$ cat src/rtl/ckpt_pkg.sv
`timescale 1ns/1ps
package ckpt_pkg;
    typedef enum logic [1:0] {
        ST_RUN     = 2'd0,
        ST_FULL    = 2'd1,
        ST_RECOVER = 2'd2
    } cu_state_t;
endpackage

$ cat src/rtl/ckpt_slot.sv
`timescale 1ns/1ps
// One checkpoint table entry: liveness, start tag and outstanding count.
module ckpt_slot #(
    parameter int SEQ_W       = 16,
    parameter int CNT_W       = 8,
    parameter bit RESET_VALID = 1'b0
) (
    input  logic             clk,
    input  logic             rst_n,
    input  logic             alloc,
    input  logic [SEQ_W-1:0] alloc_seq,
    input  logic             inc,
    input  logic             dec,
    input  logic             kill,
    input  logic             clear,
    output logic             valid,
    output logic [SEQ_W-1:0] seq,
    output logic [CNT_W-1:0] cnt
);
    always_ff @(posedge clk) begin
        if (!rst_n) begin
            valid <= RESET_VALID;
            seq   <= '0;
            cnt   <= '0;
        end else if (alloc) begin
            valid <= 1'b1;
            seq   <= alloc_seq;
            cnt   <= CNT_W'(1);
        end else if (kill) begin
            valid <= 1'b0;
            cnt   <= '0;
        end else if (clear) begin
            cnt   <= '0;
        end else if (inc && !dec) begin
            cnt   <= cnt + CNT_W'(1);
        end else if (dec && !inc) begin
            cnt   <= cnt - CNT_W'(1);
        end
    end
endmodule

$ cat src/rtl/ckpt_fsm.sv
`timescale 1ns/1ps
// Dispatch gate: run, full or recovering.
module ckpt_fsm
    import ckpt_pkg::*;
#(
    parameter int N_CKPT = 4,
    parameter int OCC_W  = 3
) (
    input  logic             clk,
    input  logic             rst_n,
    input  logic             flush_ok,
    input  logic [OCC_W-1:0] occ_next,
    output cu_state_t        state,
    output logic             stall
);
    cu_state_t state_nx;
    logic      will_fill;

    assign will_fill = (occ_next == OCC_W'(N_CKPT));

    always_comb begin
        state_nx = state;
        unique case (state)
            ST_RUN: begin
                if (flush_ok)       state_nx = ST_RECOVER;
                else if (will_fill) state_nx = ST_FULL;
                else                state_nx = ST_RUN;
            end
            ST_FULL: begin
                if (flush_ok)       state_nx = ST_RECOVER;
                else if (will_fill) state_nx = ST_FULL;
                else                state_nx = ST_RUN;
            end
            ST_RECOVER: begin
                if (flush_ok)       state_nx = ST_RECOVER;
                else if (will_fill) state_nx = ST_FULL;
                else                state_nx = ST_RUN;
            end
            default:                state_nx = ST_RUN;
        endcase
    end

    always_ff @(posedge clk) begin
        if (!rst_n) state <= ST_RUN;
        else        state <= state_nx;
    end

    always_comb begin
        unique case (state)
            ST_RUN:     stall = 1'b0;
            ST_FULL:    stall = 1'b1;
            ST_RECOVER: stall = 1'b1;
            default:    stall = 1'b1;
        endcase
    end
endmodule

$ cat src/rtl/ckpt_commit_unit.sv
`timescale 1ns/1ps
// Ring of checkpoints with out-of-order instruction release and in-order group commit.
module ckpt_commit_unit
    import ckpt_pkg::*;
#(
    parameter  int N_CKPT = 4,
    parameter  int SEQ_W  = 16,
    parameter  int CNT_W  = 8,
    localparam int IDX_W  = $clog2(N_CKPT)
) (
    input  logic             clk,
    input  logic             rst_n,
    input  logic             disp_valid,
    input  logic             disp_new,
    input  logic [SEQ_W-1:0] disp_seq,
    output logic [IDX_W-1:0] disp_ckpt_id,
    input  logic             cmpl_valid,
    input  logic [IDX_W-1:0] cmpl_id,
    input  logic             merge_valid,
    input  logic             flush_valid,
    input  logic [IDX_W-1:0] flush_id,
    output logic             stall,
    output logic             commit_valid,
    output logic [IDX_W-1:0] commit_id,
    output logic [SEQ_W-1:0] commit_seq,
    output logic             rb_valid,
    output logic [IDX_W-1:0] rb_id,
    output logic [SEQ_W-1:0] rb_seq
);
    localparam int OCC_W = IDX_W + 1;

    logic [IDX_W-1:0] head_q, tail_q, youngest, dist_f;
    logic [OCC_W-1:0] occ_q, occ_nx;
    logic [N_CKPT-1:0]             slot_valid;
    logic [N_CKPT-1:0][SEQ_W-1:0]  slot_seq;
    logic [N_CKPT-1:0][CNT_W-1:0]  slot_cnt;
    cu_state_t state;
    logic flush_ok, commit_ok, disp_acc, new_acc, plain_acc, cpl_ok, merge_ok;

    assign youngest     = tail_q - IDX_W'(1);
    assign dist_f       = flush_id - head_q;
    assign disp_ckpt_id = disp_new ? tail_q : youngest;

    assign flush_ok  = flush_valid && slot_valid[flush_id];
    assign commit_ok = !flush_ok && slot_valid[head_q] &&
                       (slot_cnt[head_q] == '0) && (occ_q > OCC_W'(1));
    assign disp_acc  = !flush_ok && disp_valid && (state != ST_RECOVER) &&
                       !(disp_new && state == ST_FULL);
    assign new_acc   = disp_acc && disp_new;
    assign plain_acc = disp_acc && !disp_new;
    assign cpl_ok    = !flush_ok && cmpl_valid && slot_valid[cmpl_id] &&
                       (slot_cnt[cmpl_id] != '0);
    assign merge_ok  = !flush_ok && merge_valid && !disp_valid &&
                       (occ_q > OCC_W'(1)) && (slot_cnt[youngest] == '0) &&
                       !(commit_ok && occ_q == OCC_W'(2));

    always_comb begin
        if (flush_ok)
            occ_nx = {1'b0, dist_f} + OCC_W'(1);
        else
            occ_nx = occ_q + OCC_W'(new_acc) - OCC_W'(commit_ok) - OCC_W'(merge_ok);
    end

    for (genvar i = 0; i < N_CKPT; i++) begin : g_slot
        logic [IDX_W-1:0] dist_i;
        logic             kill_i;
        assign dist_i = IDX_W'(i) - head_q;
        assign kill_i = (commit_ok && head_q == IDX_W'(i)) ||
                        (merge_ok && youngest == IDX_W'(i)) ||
                        (flush_ok && slot_valid[i] && (dist_i > dist_f));
        ckpt_slot #(
            .SEQ_W      (SEQ_W),
            .CNT_W      (CNT_W),
            .RESET_VALID(i == 0)
        ) u_slot (
            .clk      (clk),
            .rst_n    (rst_n),
            .alloc    (new_acc && tail_q == IDX_W'(i)),
            .alloc_seq(disp_seq),
            .inc      (plain_acc && youngest == IDX_W'(i)),
            .dec      (cpl_ok && cmpl_id == IDX_W'(i)),
            .kill     (kill_i),
            .clear    (flush_ok && flush_id == IDX_W'(i)),
            .valid    (slot_valid[i]),
            .seq      (slot_seq[i]),
            .cnt      (slot_cnt[i])
        );
    end

    ckpt_fsm #(.N_CKPT(N_CKPT), .OCC_W(OCC_W)) u_fsm (
        .clk     (clk),
        .rst_n   (rst_n),
        .flush_ok(flush_ok),
        .occ_next(occ_nx),
        .state   (state),
        .stall   (stall)
    );

    always_ff @(posedge clk) begin
        if (!rst_n) begin
            head_q       <= '0;
            tail_q       <= IDX_W'(1);
            occ_q        <= OCC_W'(1);
            commit_valid <= 1'b0;
            commit_id    <= '0;
            commit_seq   <= '0;
            rb_valid     <= 1'b0;
            rb_id        <= '0;
            rb_seq       <= '0;
        end else begin
            occ_q        <= occ_nx;
            commit_valid <= commit_ok;
            rb_valid     <= flush_ok;
            if (flush_ok) begin
                tail_q <= flush_id + IDX_W'(1);
                rb_id  <= flush_id;
                rb_seq <= slot_seq[flush_id];
            end else begin
                head_q <= head_q + IDX_W'(commit_ok);
                tail_q <= tail_q + IDX_W'(new_acc) - IDX_W'(merge_ok);
            end
            if (commit_ok) begin
                commit_id  <= head_q;
                commit_seq <= slot_seq[head_q];
            end
        end
    end
endmodule

$ cat config.mk
export PLATFORM = sky130hd
export DESIGN_NAME = ckpt_commit_unit
export DESIGN_NICKNAME = d
export VERILOG_FILES = /design/src/rtl/ckpt_pkg.sv /design/src/rtl/ckpt_slot.sv /design/src/rtl/ckpt_fsm.sv /design/src/rtl/ckpt_commit_unit.sv
export SDC_FILE = /design/constraint.sdc
export NUM_CORES = 1
export LEC_CHECK = 0
export ABC_AREA = 1
export CAP_MARGIN = 0
export CELL_PAD_IN_SITES_DETAIL_PLACEMENT = 0
export CELL_PAD_IN_SITES_GLOBAL_PLACEMENT = 1
export CORE_MARGIN = 8
export CORE_UTILIZATION = 43
export CTS_BUF_LIST = sky130_fd_sc_hd__clkbuf_4 sky130_fd_sc_hd__clkbuf_8 sky130_fd_sc_hd__clkbuf_16
export DETAILED_ROUTE_END_ITERATION = 10
export GPL_TIMING_DRIVEN = 0
export PLACE_DENSITY = 0.9
export SYNTH_ARGS = -nofsm -noshare
export SYNTH_HDL_FRONTEND = slang
export SYNTH_SLANG_ARGS = --single-unit
$ cat constraint.sdc
create_clock -name clk -period 4.1 [get_ports clk]
set_input_delay 0.82 -clock clk [delete_from_list [all_inputs] [get_ports clk]]
set_output_delay 0.82 -clock clk [all_outputs]
set_load 0.05 [all_outputs]
---- Yosys cells after proc, flatten, opt, wreduce, memory -nomap -nowiden ----
Cells that the tools add are included.
word-level totals
  bits in registers ....................... 147
  output and inout port bits .............. 41
  logic and storage cells ................. 236
operators by class
  add/subtract/negate cells ............... 22
  order comparisons ....................... 9
  equal/unequal tests ..................... 20
  multiplexer cells ....................... 48
  bitwise logic cells ..................... 2
  reduce and logical (&&, ||, !) cells .... 108
operator list
  cell                                                         count
  two-way mux 8 bit                                            11
  binary-select mux 16 bit (select 2 bit)                      2
  logical AND 1 bit                                            59
  binary-select mux 8 bit (select 2 bit)                       3
  adder 8 x 1 -> 8 bit (second input constant)                 4
  two-way mux 16 bit                                           2
  subtractor 8 x 1 -> 8 bit (second input constant)            4
  two-way mux 1 bit                                            23
  equality test 2 bit (second input constant)                  11
  nonzero test 5 bit                                           4
  zero test 8 bit                                              2
  OR reduction 4 bit                                           4
  nonzero test 2 bit                                           7
  zero test 1 bit                                              13
  equality test 2 x 1 -> 1 bit (second input constant)         6
  zero test 2 bit                                              6
  less-than comparator 2 x 3 -> 1 bit (second input constant)  4
  > comparator 2 bit                                           4
  logical OR 1 bit                                             8
  nonzero test 8 bit                                           1
  binary-select mux 1 bit (select 2 bit)                       3
  two-way mux 2 bit                                            3
  OR reduction 3 bit                                           2
  subtractor 3 x 1 -> 3 bit                                    2
  17 further kinds                                             21

---- Depth between registers and ports, before layout ----
  depth in word-level cells ............... 16
  mapped depth ............................ 22
  depth with buffers taken out ............ 20

---- Modules after synthesis ----
Synthesis repeated with hierarchy kept, for this count alone.
second synthesis, totals
  cells, all modules ...................... 1324
  area, all modules ....................... 8914.8 sq um
modules (own cells, without submodules)
  module                             instances  cells an instance  area each (sq um)  seq. area each (sq um)
  ckpt_commit_unit                   1          619                3754.9             900.9
  ckpt_slot at g_slot[1].u_slot ...  2          174                1263.7             500.5
  ckpt_slot at g_slot[0].u_slot      1          171                1280.0             500.5
  ckpt_slot at g_slot[3].u_slot      1          175                1272.5             500.5
  ckpt_fsm                           1          11                 80.1               40.0

---- Worst setup path before layout ----
OpenSTA, ideal clock, no wires.
  kind .................................... input to register
  start ................................... input flush_id[1]
  end ..................................... register g_slot[3].u_slot.cnt[6]
  library setup time ...................... 0.117 ns
  arrival time ............................ 3.255 ns
  required time ........................... 3.983 ns
  path slack .............................. 0.728 ns
  stages .................................. 20
  cells stage by stage .................... buf_4 inv_4 nand3_1 nand2_1 nand2_2 buf_4 o2111ai_1 nor2_1 inv_1 ha_1 inv_1 ha_1 nand2_1 o21ai_0 nand2_1 a21oi_1 nor2_1 xnor2_1 mux2i_1 nor2_1
on the way
  cells in the longest elaborated chain, start to end .. 14
ends and longest elaborated chain
  item                                     RTL line                RTL
  start: declaration                       ckpt_commit_unit.sv:21  input logic [IDX_W-1:0] flush_id,
  binary-select mux 1 bit (select 2 bit)   ckpt_commit_unit.sv:44  assign flush_ok = flush_valid && slot_valid[flush_id];
  two-way mux 1 bit (implied by the code)  ckpt_commit_unit.sv:44
  logical AND 1 bit                        ckpt_commit_unit.sv:44
  zero test 1 bit                          n/a
  logical AND 1 bit (2 in a row)           ckpt_commit_unit.sv:45  assign commit_ok = !flush_ok && slot_valid[head_q] &&
  logical AND 1 bit                        ckpt_commit_unit.sv:46  (slot_cnt[head_q] == '0) && (occ_q > OCC_W'(1));
  logical AND 1 bit                        ckpt_commit_unit.sv:55  !(commit_ok && occ_q == OCC_W'(2));
  zero test 1 bit                          ckpt_commit_unit.sv:55
  logical AND 1 bit                        ckpt_commit_unit.sv:54  (occ_q > OCC_W'(1)) && (slot_cnt[youngest] == '0) &&
  logical AND 1 bit                        ckpt_commit_unit.sv:69  (merge_ok && youngest == IDX_W'(i)) ||
  logical OR 1 bit                         ckpt_commit_unit.sv:68  assign kill_i = (commit_ok && head_q == IDX_W'(i)) ||
  logical OR 1 bit                         ckpt_commit_unit.sv:69
  OR reduction 4 bit (no source line)      n/a
  end signal: assignment                   ckpt_slot.sv:35         cnt <= cnt + CNT_W'(1);
  end signal: assignment                   ckpt_slot.sv:37         cnt <= cnt - CNT_W'(1);
  end: declaration                         ckpt_slot.sv:18         output logic [CNT_W-1:0] cnt
Several ways; a longest one is shown, not always the timed one. The select of a mux whose other input is x is not followed.
A chain may end at the register's enable or synchronous reset.

---- Worst setup path in the final report ----
  start ................................... input flush_id[0]
  end ..................................... register g_slot[3].u_slot.cnt[5]
The elaborated chain is that of the path after synthesis.

==> impl_results.md <==
* Status: completed
* Seq/Total Area, Yosys at 35.6%
* Die Span X at 155 µm
* Fin. max-slew vios at 0
* Post-synthesis cell area at 8260 µm²
* Sequential power share at 30.9%
* Sink Count at 147
* Peak VDD IR at 0.371 mV
* Congestion Overflow GR at 0
* Layout area overhead at 18.5%
* Worst R2R Path Depth at 13
* Drt first pass iters at 5
* Synth top area share at 35.6%
* Final hold vios at 0
* Worst min path class: register to register
* Cell-internal power at 3390 µW
* Port Buffers at 67
* Final Power at 5810 µW
* Setup Buffers After CTS at 0
* Switching Fraction at 41.7%
* CTS tree: yes
* Final std cell area, no fill at 9790 µm²
* Antenna cells at 0
* Die H at 155 µm
* Synth warnings at 0
* Max-slew headroom at 50.7%
* Worst r2r dst: g_slot[2].u_slot.cnt[7]
* Distinct cells, synth at 41
* Rows at 50
* Clock Latency Late Sink at 0.42 ns
* Final WL at 24,800 µm
* DRC viols at 0
* Hold path cells at 2
* CTS Buffer Depth at 2
* Most used cell, CP: nand2_1
* Synth area leader: dfxtp_1
* Fraction of registers with async set/reset at 0%
* Hold EP: g_slot[3].u_slot.seq[10]
* Core Region at 18,800 µm²
* Syn nets at 1,189
* Post-route minimum period at 3.72 ns
* Setup slack, reg-to-reg at 0.47 ns
* Post-synthesis average cell area at 7.54 µm²
* Share of cells above drive strength 1 at 6.78%
* RSZ-0062 raised after global routing: no
* Combinational power share at 43.3%
* First-pass GRT wire length at 39,900 µm
* Crit path max fanout at 10
* Final Core Density at 52.1%
* Tcrit/Tclk final at 90.6%
* Total track usage at 21.0%
* Setup crit start kind: input pin
* Root buf cell: clkbuf_16
* DRT antenna net count at 0
* Largest net degree at the start of global routing at 17
* Net count, final at 1,275
* EDFF count, synth at 0
* CP arrival at 4.03 ns
* Critical Path End Type: register
* Vias at 7,800
* CTS H-tree depth at 4
* Final Setup Violations at 0
* CP bufs+invs at 6
* Gate Count Post-Synth at 1,095
* Most used DFF post-synth: dfxtp_1
* Worst path required time at 4.41 ns
* Gp weighted congestion at 0.872
* Clk slew on worst S/H paths at 0.06 ns
* Max Freq at 269 MHz
* Die area at 23,900 µm²
* Crit. Startpoint: flush_id[0]
* Top cell family by delay on the critical path: buffers and inverters
* Dpl hpwl at 18,600 µm
* Finished Layout Cells at 1,428
* First-iteration detailed-routing DRC count at 658
* DR WL/cell at 17.4 µm
* Area after DPL at 9220 µm²
* Drt via density at 5.46
* Power Dens Cells at 594 nW/µm²
* MaxCap Viol Count at 0
* Placed insts at 1,396
* Hold path start: g_slot[3].u_slot.seq[10]
* Worst path cell trace: dlymetal6s2s_1 > buf_6 > inv_4 > nand2_1 > nand3_1 > nand2_1 > nand2_2 > buf_4 > o2111ai_1 > nor2_1 > inv_1 > ha_1 > inv_1 > ha_1 > a21oi_1 > nand2_1 > a21oi_1 > o21ai_0 > xor2_1 > mux2i_1 > nor2_1
* Leakage power at 0.00395 µW
* Synth Register Bits at 147
* Vias in the first global route at 7,641
* Num CTS Buffers at 17
* Synth area leaders: dfxtp_1 (36%), a21oi_1 (10%), ha_1 (9.2%)
* Worst path max stage delay at 0.31 ns
* R2R Path Start: head_q[1]
* Initial Utilization at 44.0%
* Worst Tran Pin Value at 0.739 ns
* Critical path type: input pin to register
* Initial antenna violation count at 0
* CP max stage cell: ha_1
* Io pins at 68
* Clk pwr share at 25.8%
* Switch Pwr at 2420 µW
* Clock Skew at 0.00996 ns
cell usage after synthesis (all sizes together) (21+ instances only):
cell type,n
ha,61
clkbuf,37
buf,25
a31oi,29
xor2,22
nand2,109
dfxtp,147
inv,117
mux2i,21
a21oi,170
o21ai,157
nor2,96
nand3,48
tightest hold or removal path: cells and delay by family (launching register included):
kind | cells | cell delay (ns)
AOI/OAI and AO/OA | 1 | 0.05
DFF | 1 | 0.31
and+or+nand+nor | 1 | 0.06
registers in the layout, indices dropped and copies added, names as in the netlist, 3 cells and up:
| name | cells |
|---|---|
| g_slot.u_slot.cnt | 32 |
| rb_seq | 16 |
| occ_q | 3 |
| commit_seq | 16 |
| g_slot.u_slot.valid | 4 |
| g_slot.u_slot.seq | 64 |
routing by layer:
| layer | GRT usage (%) | wire (µm) | vias to the layer above |
|---|---|---|---|
| li1 | - | - | 3887 |
| met1 | 26.1 | 10800 | 3626 |
| met2 | 35.6 | 11900 | 245 |
| met3 | 4.01 | 1520 | 42 |
| met4 | 7.61 | 594 | 0 |
| met5 | 0 | 0 | - |
area by class of cell:
cell class / count / area, µm²
clock buffers: 21 / 462
repair buffers: 67 / 668
fillers: 1896 / 8980
plain buffers: 62 / 323
well taps: 234 / 293
multi-input cells: 767 / 4540
clock inverters: 11 / 103
inverters: 119 / 452
flip-flops and latches: 147 / 2940
power groups by stage:
stage | Clock, µW | Sequential, µW | Combinational, µW
final | 1500 | 1800 | 2510
after global routing | 1580 | 1820 | 2770
after CTS | 1520 | 1800 | 2510
after detailed placement | 0 | 1820 | 2490
after global placement | 0 | 1830 | 2460
after floorplan | 0 | 2160 | 1410
cell usage in the layout, fill, tap and decap left out, drive strengths merged, types with 3 or more instances in the layout:
cell and instances:
mux2i 21, fa 6, nor3 4, a211oi 4
inv 119, a21oi 170, nor2 96, nand4 13
a31oi 29, o22ai 3, o21ai 157, xor2 22
buf 25, clkbuf 59, nand2 109, clkdlybuf4s50 65
xnor2 13, clkinvlp 3, dfxtp 147, nand3 48
o211ai 4, clkinv 7, ha 61
cells by family after synthesis:
group                    share of synthesized area [%]
buffers and inverters                             9.32
AND/OR/NAND/NOR                                   14.4
AO/OA/AOI/OAI                                     23.7
adder cells (fa/ha/maj)                           10.7
multiplexers                                      2.55
XOR/XNOR                                          3.71
flip-flops                                        35.6
timing repair:
| item | CTS | global route |
|---|---|---|
| resized for setup | 5 | 5 |
| endpoints found under the setup margin | 15 | 24 |
| hold endpoints to repair | 0 | 0 |
| hold buffers | 0 | 0 |
| pin swaps | 0 | 1 |
stage by stage:
stage	hold slack [ns]	setup WS [ns]	TNS (ns)
floorplan	0.446	0.728	0
global placement	0.458	-0.485	-12.39
detailed placement	0.462	-0.531	-13.30
CTS	0.471	0.0122	0
global route	0.494	0.0416	0
finish	0.473	0.384	0
how the worst max path moves through the flow:
stage	endpoint	slack (ns)	cells past startpoint
5_1_grt	g_slot[0].u_slot.cnt[7]	0.04	22
3_5_place_dp	g_slot[0].u_slot.cnt[7]	-0.53	21
6_report	g_slot[3].u_slot.cnt[5]	0.38	21
4_1_cts	g_slot[1].u_slot.cnt[6]	0.01	22
3_3_place_gp	g_slot[3].u_slot.cnt[6]	-0.48	21
2_1_floorplan	g_slot[3].u_slot.cnt[6]	0.73	20
Note: power is estimated with default switching activity, not from simulation.
